--- config.mk ---
export PLATFORM = sky130hd
export DESIGN_NAME = ocp_pulse_skipper
export DESIGN_NICKNAME = d
export VERILOG_FILES = /design/src/rtl/ocp_limiter_pkg.sv /design/src/rtl/ocp_blank_timer.sv /design/src/rtl/ocp_skip_level.sv /design/src/rtl/ocp_skip_window.sv /design/src/rtl/ocp_pulse_skipper.sv
export SDC_FILE = /design/constraint.sdc
export NUM_CORES = 1
export LEC_CHECK = 0
export BUFFER_PORTS_ARGS = -buffer_cell sky130_fd_sc_hd__buf_2
export CAP_MARGIN = 20
export CORE_UTILIZATION = 55
export CTS_BUF_LIST = sky130_fd_sc_hd__clkbuf_2 sky130_fd_sc_hd__clkbuf_4 sky130_fd_sc_hd__clkbuf_8
export CTS_CLUSTER_SIZE = 8
export DETAILED_ROUTE_END_ITERATION = 10
export PLACE_DENSITY = 0.72
export SLEW_MARGIN = 10
export SYNTH_ARGS = -nofsm -noshare
export SYNTH_HDL_FRONTEND = slang
export SYNTH_SLANG_ARGS = --single-unit
--- constraint.sdc ---
create_clock -name clk -period 2.45 [get_ports clk]
set_input_delay 0.3675 -clock clk [delete_from_list [all_inputs] [get_ports clk]]
set_output_delay 0.3675 -clock clk [all_outputs]
set_load 0.02 [all_outputs]
--- src/rtl/ocp_limiter_pkg.sv ---
`timescale 1ns/1ps
package ocp_limiter_pkg;
    // Where the current switching cycle is in its on-time
    typedef enum logic [1:0] {
        PH_IDLE  = 2'd0,   // no on-time in progress
        PH_BLANK = 2'd1,   // on-time, comparator masked
        PH_WATCH = 2'd2    // on-time, comparator live
    } phase_e;
endpackage

--- src/rtl/ocp_blank_timer.sv ---
`timescale 1ns/1ps
module ocp_blank_timer #(
    parameter int BLANK_CYC = 50
) (
    input  logic clk,
    input  logic rst_n,
    input  logic start,
    input  logic run,
    output logic done
);
    localparam int CW = $clog2(BLANK_CYC + 1);
    localparam logic [CW-1:0] LAST = CW'(BLANK_CYC - 1);

    typedef struct packed {
        logic [CW-1:0] cnt;
    } tmr_t;

    tmr_t tmr_d, tmr_q;

    assign done = (tmr_q.cnt == LAST);

    always_comb begin
        tmr_d = tmr_q;
        if (start) begin
            tmr_d.cnt = '0;
        end else if (run && !done) begin
            tmr_d.cnt = tmr_q.cnt + CW'(1);
        end
    end

    always_ff @(posedge clk or negedge rst_n) begin
        if (!rst_n) tmr_q <= '0;
        else        tmr_q <= tmr_d;
    end
endmodule

--- src/rtl/ocp_skip_level.sv ---
`timescale 1ns/1ps
module ocp_skip_level #(
    parameter int MAX_SKIP = 7
) (
    input  logic                              clk,
    input  logic                              rst_n,
    input  logic                              clr,
    input  logic                              up,
    input  logic                              dn,
    output logic [$clog2(MAX_SKIP+1)-1:0]     lvl,
    output logic [$clog2(MAX_SKIP+1)-1:0]     lvl_up
);
    localparam int LW = $clog2(MAX_SKIP + 1);
    localparam logic [LW-1:0] CEIL = LW'(MAX_SKIP);

    typedef struct packed {
        logic [LW-1:0] lvl;
    } lvl_t;

    lvl_t lv_d, lv_q;

    assign lvl    = lv_q.lvl;
    assign lvl_up = (lv_q.lvl == CEIL) ? CEIL : lv_q.lvl + LW'(1);

    always_comb begin
        lv_d = lv_q;
        if (clr) begin
            lv_d.lvl = '0;
        end else if (up) begin
            lv_d.lvl = lvl_up;
        end else if (dn && lv_q.lvl != '0) begin
            lv_d.lvl = lv_q.lvl - LW'(1);
        end
    end

    always_ff @(posedge clk or negedge rst_n) begin
        if (!rst_n) lv_q <= '0;
        else        lv_q <= lv_d;
    end
endmodule

--- src/rtl/ocp_skip_window.sv ---
`timescale 1ns/1ps
module ocp_skip_window #(
    parameter int MAX_SKIP = 7
) (
    input  logic                          clk,
    input  logic                          rst_n,
    input  logic                          clr,
    input  logic                          load,
    input  logic [$clog2(MAX_SKIP+1)-1:0] load_val,
    input  logic                          tick,
    output logic                          busy
);
    localparam int LW = $clog2(MAX_SKIP + 1);

    typedef struct packed {
        logic [LW-1:0] left;
    } win_t;

    win_t win_d, win_q;

    assign busy = (win_q.left != '0);

    always_comb begin
        win_d = win_q;
        if (clr) begin
            win_d.left = '0;
        end else if (load) begin
            win_d.left = load_val;
        end else if (tick && busy) begin
            win_d.left = win_q.left - LW'(1);
        end
    end

    always_ff @(posedge clk or negedge rst_n) begin
        if (!rst_n) win_q <= '0;
        else        win_q <= win_d;
    end
endmodule

--- src/rtl/ocp_pulse_skipper.sv ---
`timescale 1ns/1ps
module ocp_pulse_skipper #(
    parameter int BLANK_CYC = 50,
    parameter int MAX_SKIP  = 7
) (
    input  logic                          clk,
    input  logic                          rst_n,
    input  logic                          en,
    input  logic                          cycle_tick,
    input  logic                          pwm_req,
    input  logic                          oc_flag,
    output logic                          gate,
    output logic [$clog2(MAX_SKIP+1)-1:0] skip_lvl
);
    import ocp_limiter_pkg::*;

    localparam int LW = $clog2(MAX_SKIP + 1);

    typedef struct packed {
        phase_e phase;
    } ctl_t;

    ctl_t ctl_d, ctl_q;

    logic          blank_done;
    logic          win_busy;
    logic [LW-1:0] lvl_up;
    logic          blank_start;
    logic          in_blank;
    logic          sample;
    logic          late_ovl;
    logic          overload;
    logic          clean;
    logic          tick_en;

    // Cycle-level decisions
    assign tick_en     = en && cycle_tick;
    assign blank_start = tick_en && !win_busy && pwm_req;
    assign in_blank    = (ctl_q.phase == PH_BLANK);
    assign sample      = en && !cycle_tick && in_blank && pwm_req && blank_done;
    assign late_ovl    = en && !cycle_tick && (ctl_q.phase == PH_WATCH)
                         && pwm_req && oc_flag;
    assign overload    = (sample && oc_flag) || late_ovl;
    assign clean       = sample && !oc_flag;

    assign gate = en && pwm_req && (ctl_q.phase != PH_IDLE);

    ocp_blank_timer #(.BLANK_CYC(BLANK_CYC)) u_blank (
        .clk   (clk),
        .rst_n (rst_n),
        .start (blank_start),
        .run   (in_blank),
        .done  (blank_done)
    );

    ocp_skip_level #(.MAX_SKIP(MAX_SKIP)) u_level (
        .clk    (clk),
        .rst_n  (rst_n),
        .clr    (!en),
        .up     (overload),
        .dn     (clean),
        .lvl    (skip_lvl),
        .lvl_up (lvl_up)
    );

    ocp_skip_window #(.MAX_SKIP(MAX_SKIP)) u_window (
        .clk      (clk),
        .rst_n    (rst_n),
        .clr      (!en),
        .load     (overload),
        .load_val (lvl_up),
        .tick     (tick_en),
        .busy     (win_busy)
    );

    always_comb begin
        ctl_d = ctl_q;
        if (!en) begin
            ctl_d.phase = PH_IDLE;
        end else if (cycle_tick) begin
            ctl_d.phase = blank_start ? PH_BLANK : PH_IDLE;
        end else begin
            unique case (ctl_q.phase)
                PH_BLANK: begin
                    if (!pwm_req)        ctl_d.phase = PH_IDLE;
                    else if (blank_done) ctl_d.phase = oc_flag ? PH_IDLE : PH_WATCH;
                end
                PH_WATCH: begin
                    if (!pwm_req || oc_flag) ctl_d.phase = PH_IDLE;
                end
                default: ctl_d.phase = PH_IDLE;
            endcase
        end
    end

    always_ff @(posedge clk or negedge rst_n) begin
        if (!rst_n) ctl_q <= '{phase: PH_IDLE};
        else        ctl_q <= ctl_d;
    end
endmodule

==> results of run 1 <==
-- metrics by stage --
step,std cells,power [mW]
final,128,0.781
after global routing,128,0.854
after CTS,128,0.788
after detailed placement,124,0.653
after global placement,124,0.639
after floorplan,100,0.589
-- metal layers --
layer | vias to the layer above | track usage | wire (µm)
li1 | 369 | - | -
met1 | 345 | 0.275 | 772
met2 | 13 | 0.367 | 844
met3 | 4 | 0.0511 | 37
met4 | 0 | 0.127 | 34
met5 | - | 0 | 0
-- state kept, by name, indices dropped and copies added, names as in the netlist --
name            cells
u_blank.tmr_q       6
u_level.lvl         3
u_window.win_q      3
ctl_q               2
-- repair_timing --
action | in CTS | in global routing
hold endpoints to repair | 14 | 0
endpoints found under the setup margin | 0 | 0
hold buffers | 1 | 0
-- cells in the mapped netlist (2+ instances only) --
cell                       number  area, µm²
sky130_fd_sc_hd__nor3b_1        2       15.0
sky130_fd_sc_hd__and3_1         3       18.8
sky130_fd_sc_hd__o21ai_0        3       15.0
sky130_fd_sc_hd__nand2_1        7       26.3
sky130_fd_sc_hd__a21oi_1        2       10.0
sky130_fd_sc_hd__and2_1         3       18.8
sky130_fd_sc_hd__xnor2_1        4       35.0
sky130_fd_sc_hd__ha_1           7       87.6
sky130_fd_sc_hd__nand3_1        4       20.0
sky130_fd_sc_hd__dfrtp_1       14        350
sky130_fd_sc_hd__mux2i_1        2       20.0
sky130_fd_sc_hd__nor2_1        10       37.5
sky130_fd_sc_hd__nand4_1        2       12.5
sky130_fd_sc_hd__inv_1          9       33.8
sky130_fd_sc_hd__xor2_1         3       26.3
sky130_fd_sc_hd__nor2b_1        2       12.5
sky130_fd_sc_hd__o211ai_1       2       15.0
sky130_fd_sc_hd__nor3_1         3       15.0
-- cells by family (layout without fill, tap and decap cells) --
| family | after synthesis | count (layout) | share of synthesized area |
|---|---|---|---|
| AND/OR/NAND/NOR | 43 | 43 | 0.256 |
| AO/OA/AOI/OAI | 15 | 15 | 0.115 |
| flip-flops | 14 | 14 | 0.375 |
| buffers and inverters | 11 | 23 | 0.0563 |
| adder cells (fa/ha/maj) | 7 | 7 | 0.0938 |
| XOR/XNOR | 7 | 7 | 0.0657 |
| multiplexers | 3 | 3 | 0.0375 |
-- layout by cell type, fill, tap and decap left out, drive strengths merged, types with 2 or more instances in the layout --
cell    Yosys  routed
dfrtp      14      14
inv         9       9
nor2b       2       2
o21ai       4       4
and3        3       3
nand3       4       4
xnor2       4       4
nor2       10      10
nand4       2       2
nor3        3       3
nor3b       3       3
nand2       7       7
xor2        3       3
a21oi       2       2
mux2i       2       2
ha          7       7
clkbuf      1       3
and2        3       3
o211ai      3       3
buf         1      10
-- worst paths after layout --
check	cells after the start	slack (ns)	to	from
worst max-delay path	7	0.48	u_level.lvl[1]	u_blank.tmr_q[1]
worst min register to register	2	0.61	u_blank.tmr_q[1]	u_blank.tmr_q[1]
worst max register to register	7	0.48	u_level.lvl[1]	u_blank.tmr_q[1]
min in group asynchronous	2	0.50	u_blank.tmr_q[4]	rst_n
max in group asynchronous	2	1.71	ctl_q[1]	rst_n
worst min-delay path	2	0.30	ctl_q[1]	cycle_tick
-- final cells by class --
type,instances,area (µm²)
fill,140,522
tap,16,20.0
inverter,9,33.8
clock buffer,3,22.5
multi-input combinational,75,531
sequential,14,350
timing repair buffer,11,62.6
-- where the power goes --
| group | leakage, nW | switching [mW] | internal, mW |
|---|---|---|---|
| sequential | 0.189 | 0.0621 | 0.286 |
| clock | 0.0138 | 0.0775 | 0.0571 |
| combinational | 0.304 | 0.156 | 0.142 |
==> results, run 1 <==
- The core utilization of the finished layout is 0.662.
- Using the TritonRoute via totals, the vias-per-cell ratio works out to approximately 5.7.
- The first-iteration detailed-routing DRC count is 21.
- The antenna diode instance count is 0.
- The critical path in this run is classified as register to register.
- The total overflow left after global routing is 0.
- The maximum fanout encountered on the critical timing path is 5.
- The combined global-route utilization of all metal layers is 0.227.
- The first global-routing pass estimated 3080 µm of wire.
- The cell area reported after detailed placement is 987 µm².
- Dividing the synthesized area by the synthesized cell count gives around 9.3 µm².
- The via count of the first global-routing pass is 706.
- Traced cell by cell, the critical path runs through inv_1, ha_1, nor3b_2, nand4_1, or3_4, and3_1, o31a_1.
- The async set or reset register ratio after synthesis is 1.00.
- The flip-flop cell with the highest count after synthesis is sky130_fd_sc_hd__dfrtp_1.
- The count of buffers added on input and output ports is 9.
- The routed layout has 731 vias.
- The maximum number of pins on one net before global-route repair is 15.
- The path class of the tightest hold or removal check is input pin to register.
- The run finished with clean final reports.
- The number of H-tree levels is 1.
- Broken down by cell family, the worst path's largest delay share belongs to simple AND/OR/NAND/NOR gates.
- The critical path buffer and inverter count is 1.
- The capturing element type of the critical path is a register.
- Setup repair after global routing left no endpoint under its margin.
- The initial cell density of the core is 0.606.
- The number of flops mapped to enable cells by yosys is 0.
- Of the available clock period, the critical path in the final layout requires 0.805.
- The sink count of the clock tree is 14.
- The tree is rooted in a sky130_fd_sc_hd__clkbuf_4.
- The net count of the finished layout is 127.
- The number of warnings printed during yosys synthesis is 0.
- The number of placed I/O pins is 10.
- Across all hold checks on the routed design, the worst slack comes to 0.301 ns.
- The required time of the critical path is 2.62 ns.
- The number of antenna violations at the first check in global routing is 0.
- The data arrival at the endpoint of the critical path is 2.14 ns.
- The final standard cell area without fillers is between 1000 and 1500 µm².
- The first TritonRoute pass finished after 4 iterations.
- The die height is 43.2 µm.
- The standard cell with the maximum stage delay on the critical path is sky130_fd_sc_hd__or3_4.
- The worst-skew pair later-pin latency is 0.28 ns.
- In this run the power density over the cells is between 700 and 800 nW/µm².
- In this run the static leakage power is roughly 0.51 nW.
- The clock tree buffer depth is 2.
- The final routed wirelength across all metal layers is 1690 µm.
- The synthesized netlist contains 36 unique library cells.
- The number of endpoints with negative hold slack in the final report is 0.
- In the final layout, the share of cells above drive strength 1 is 0.188.
- The largest clock skew in the final design is 0.00131 ns.
- The number of placement rows is 14.
- The post-synthesis instance area is between 900 and 1000 µm².
- The HPWL after detailed placement is 1300 µm.
- In this run the standard cell core region covers 1540 µm².
- When the netlist entered floorplanning its net count stood at 113.
- The average detailed-routed wire length per instance is ~13 µm.
- The TritonCTS clock tree is done.
- Relative to the synthesized area, the layout overhead comes to 9.25%.
- Synthesis inferred 14 register bits.
- The number of buffers created by CTS is 3.
- The final-report max-slew violation count came to 0.
- After clock tree synthesis, the clock-pin slew on the worst setup and hold paths is 0.09 ns.
- The number of remaining DRC errors is 0.
- The number of nets with antenna violations after detailed routing is 0.
- Timing would allow up to 507 MHz.
- The routability congestion estimate is 0.802.
- The sum of negative setup slack is 0 ns.
- In this design, the stage delay of the slowest critical-path cell is between 0.4 and 0.5 ns.
- The cell count after synthesis is 100.
- The worst-case IR drop observed on VDD is 448 µV.
- Gates resized during post-CTS repair numbered 0.
- Setup violations remaining at the end of the flow were counted as 0.
- After clock tree synthesis, the setup repair step added 0 buffers.
- The die is 43.2 µm wide.
- The worst max-slew margin expressed relative to the limit is 0.488.
- The clock period could shrink to around 2.0 ns.
- The share of the yosys chip area belonging to registers is 0.375.
- Once routing completed, OpenROAD measured the worst setup slack at about 0.48 ns.
- The overall die area is 1870 µm².
- At the pin with the least slew margin, the transition time is 0.761 ns.
- The kind of start point of the critical path is a register.
- The worst slack at placement is 0.485 ns.
- The max-capacitance violation count is 0.
No activity file was read; power rests on OpenSTA's default activity.
==> inputs of run 2 (changes only) <==
--- a/config.mk
+++ b/config.mk
@@ -7,11 +7,11 @@
 export LEC_CHECK = 0
 export BUFFER_PORTS_ARGS = -buffer_cell sky130_fd_sc_hd__buf_2
 export CAP_MARGIN = 20
-export CORE_UTILIZATION = 55
+export CORE_UTILIZATION = 54
 export CTS_BUF_LIST = sky130_fd_sc_hd__clkbuf_2 sky130_fd_sc_hd__clkbuf_4 sky130_fd_sc_hd__clkbuf_8
 export CTS_CLUSTER_SIZE = 8
 export DETAILED_ROUTE_END_ITERATION = 10
-export PLACE_DENSITY = 0.72
+export PLACE_DENSITY = 0.74
 export SLEW_MARGIN = 10
 export SYNTH_ARGS = -nofsm -noshare
 export SYNTH_HDL_FRONTEND = slang
==> constraint.sdc (replaced) <==
create_clock -name clk -period 1.78 [get_ports clk]
set_input_delay 0.267 -clock clk [delete_from_list [all_inputs] [get_ports clk]]
set_output_delay 0.267 -clock clk [all_outputs]
set_load 0.02 [all_outputs]
==> run 2 against run 1 <==
The run now ends with setup timing left. Via count increased by 7.4%. Sequential power increased by 31%. Critical path depth unchanged. Utilization increased by 6.9 points. Largest power group is now combinational logic. Design area increased by 12%. Combinational power increased by 81%. Flip-flop and latch count unchanged.
==> results, run 2 (synthesis gave the netlist of run 1 again) <==
- Relative to the synthesized area, the layout overhead comes to 22.0%.
- The chip width is 43.6 µm (+0.88%).
- The first-iteration detailed-routing DRC count is 18 (-14%).
- The number of placement rows is 14 (unchanged).
- The antenna diode instance count is 0 (unchanged).
- The HPWL after detailed placement came to 1360 µm (+4.3%).
- The final-report max-slew violation count was 0 (unchanged).
- The number of placed I/O pins is 10 (unchanged).
- The number of placed instances with taps included is 134 (+8.1%).
- The critical path is of the register to register type.
- The overall die area came to 1900 µm² (+1.8%).
- Setup repair after global routing could not meet its margin everywhere.
- The leftover overflow at the end of global routing is 0 (unchanged).
- In this run the worst hold path is classified as input pin to register.
- The largest clock skew in the final design is 0.00496 ns (+0.00365 ns).
- The clock-pin transition on the worst setup and hold timing paths came to 0.09 ns (about the same).
- The flop-to-flop setup slack came to -0.04 ns (-0.52 ns).
- The maximum number of pins on one net before global-route repair is 15 (unchanged).
- The total length of routed met3 wires came to 39 µm (+5.4%).
- The worst max-slew margin expressed relative to the limit is 0.774 (+0.285).
- The average detailed-routed wire length per instance is 14.1 µm (+6.7%).
- The via-per-instance ratio came to 5.65 (-1.1%).
- The cell area reported after detailed placement is 1060 µm² (+7.6%).
- The most common cell after layout, fill and taps aside is sky130_fd_sc_hd__dfrtp_1.
- The count of fill cells added during filler insertion is 119 (-15%).
- The number of remaining DRC errors was 0 (unchanged).
- The required time of the critical path is 1.95 ns (-0.67 ns).
- The worst slack at placement is -0.0304 ns (-0.515 ns).
- The register with the most flip-flops in the final layout is u_blank.tmr_q.
- The die height is 43.6 µm (+0.88%).
- The sink count of the clock tree came to 14 (unchanged).
- The critical path buffer and inverter count is 1 (unchanged).
- The final standard cell area without fillers was 1140 µm² (+12%).
- CTS placed an instance of sky130_fd_sc_hd__clkbuf_4 at the clock tree root.
- TritonCTS built the clock tree.
- The number of endpoints with negative hold slack in the final report is 0 (unchanged).
- The final routed wirelength across all metal layers is 1960 µm (+16%).
- The combined global-route utilization of all metal layers is 0.220 (-0.00703).
- The library cells used most frequently in the layout, excluding fill and tap cells, are sky130_fd_sc_hd__dfrtp_1, sky130_fd_sc_hd__buf_4, sky130_fd_sc_hd__nor2_1.
- The met2 layer wire length in the routed design was 886 µm (+5.0%).
- The worst setup path is launched from a register.
- The setup slack of the critical path after layout is -0.0446 ns (-0.523 ns).
- The post-layout net count is 137 (+7.9%).
- The via count of the first global-routing pass came to 726 (+2.8%).
- The peak supply drop is 637 µV (+42%).
- The data arrival at the endpoint of the critical path is 1.99 ns (-0.15 ns).
- The delay of the slowest cell on the worst path was 0.38 ns (-0.05 ns).
- The ratio of cells with drive above 1 in the final layout is 0.301 (+0.113).
- The top metal layer carrying routed signals is met4.
- The time the worst path needs with I/O delays and setup came to 1.82 ns (-0.147 ns).
- The static leakage power is 0.564 nW (+11%).
- The final reports fail on setup timing.
- Walking the worst path, the cells encountered are inv_1, ha_1, nor3b_4, nand4_1, or3_4, and3_4, o31a_1.
- The detailed-route wire length on metal 1 is 1020 µm (+33%).
- The flip-flop count of the largest register after layout is 6 (unchanged).
- The worst-skew pair later-pin latency was 0.28 ns (about the same).
- The power density over the cells came to 1080 nW/µm² (+41%).
- STA classifies the critical path endpoint as a register.
- The global-route wire length before repair is 3120 µm (+1.1%).
- The initial cell density of the core is 0.599 (-0.00680).
- The count of vias placed by the detailed router was 785 (+7.4%).
- The number of failing setup endpoints in the final timing report is 2 (+2).
- The number of H-tree levels was 1 (unchanged).
- The count of port buffers added during placement was 9 (unchanged).
- The maximum fanout encountered on the critical timing path is 4 (-1).
- The clock tree buffer depth is 2 (unchanged).
- The number of optimization iterations in the first detailed-route pass is 6 (+2).
- The pin slew with the least headroom to its limit is 0.339 ns (-0.422 ns).
- The run finished, with violations left.
- The standard cell with the maximum stage delay on the critical path is sky130_fd_sc_hd__dfrtp_1.
- The routability congestion estimate is 0.881 (+9.8%).
- The maximum achievable frequency is 548 MHz (+8.0%).
- The placeable core area was 1560 µm² (+1.1%).
- On the critical path the largest part of the delay comes from simple AND/OR/NAND/NOR gates.
- The number of buffers inserted by post-CTS setup repair is 0 (unchanged).
- The final cycle utilization of the critical path was 1.03 (+0.220).
- The max-capacitance violation count is 0 (unchanged).
- The count of non-filler cells in the finished layout is 139 (+8.6%).
- The number of buffers created by CTS is 3 (unchanged).
- The number of antenna violations at the first check in global routing came to 0 (unchanged).
- The number of nets with antenna violations after detailed routing is 0 (unchanged).
## run 2: area by class of cell
| cell class | count | area (µm²) | share of cell area |
|---|---|---|---|
| tap | 16 | 20.0 | 0.0176 |
| inverter | 9 | 33.8 | 0.0297 |
| sequential | 14 | 350 | 0.308 |
| clock buffer | 4 | 36.3 | 0.0319 |
| timing repair buffer | 21 | 138 | 0.121 |
| multi-input combinational | 75 | 561 | 0.492 |
## run 2: worst reg2reg max path, delay by kind of cell (launching register included)
kind | cells | cell delay, ns
adder cells (fa/ha/maj) | 1 | 0.14
flip-flops | 1 | 0.38
AO/OA/AOI/OAI | 1 | 0.23
buffers and inverters | 1 | 0.05
AND/OR/NAND/NOR | 4 | 0.91
## run 2: final timing paths
check / startpoint / endpoint / cells after the start
worst min register to register: u_blank.tmr_q[0] / u_blank.tmr_q[1] / 2
worst max-delay path: u_blank.tmr_q[1] / u_level.lvl[1] / 7
max in group asynchronous: rst_n / u_window.win_q[2] / 2
min in group asynchronous: rst_n / u_blank.tmr_q[1] / 2
worst min-delay path: cycle_tick / ctl_q[1] / 2
worst max register to register: u_blank.tmr_q[1] / u_level.lvl[1] / 7
## run 2: power breakdown
| part | switching [mW] | total, mW | internal (mW) |
|---|---|---|---|
| registers | 0.0615 | 0.455 | 0.394 |
| logic | 0.280 | 0.540 | 0.260 |
| clock network | 0.109 | 0.233 | 0.124 |
| total | 0.450 | 1.23 | 0.778 |
## run 2: per-layer routing
layer / vias to the layer above / track usage
li1: 397 / -
met1: 376 / 0.317
met2: 10 / 0.337
met3: 2 / 0.0417
met4: 0 / 0.0625
met5: - / 0
## run 2: stage by stage
stage,setup TNS [ns],utilization,power [mW],hold WS [ns]
floorplan,0,-,0.810,-0.0286
global placement,0,0.681,0.937,0.183
detailed placement,-0.0304,0.681,0.954,0.189
CTS,-0.0849,0.712,1.19,0.207
global route,-0.287,0.730,1.32,0.222
finish,-0.0632,0.730,1.23,0.211
## run 2: what timing repair did
| action | in CTS | in global routing |
|---|---|---|
| resized for setup | 1 | 7 |
| cloned | 0 | 0 |
| setup endpoints to repair | 4 | 5 |
| hold buffers | 1 | 0 |
| endpoints found under the hold margin | 14 | 0 |
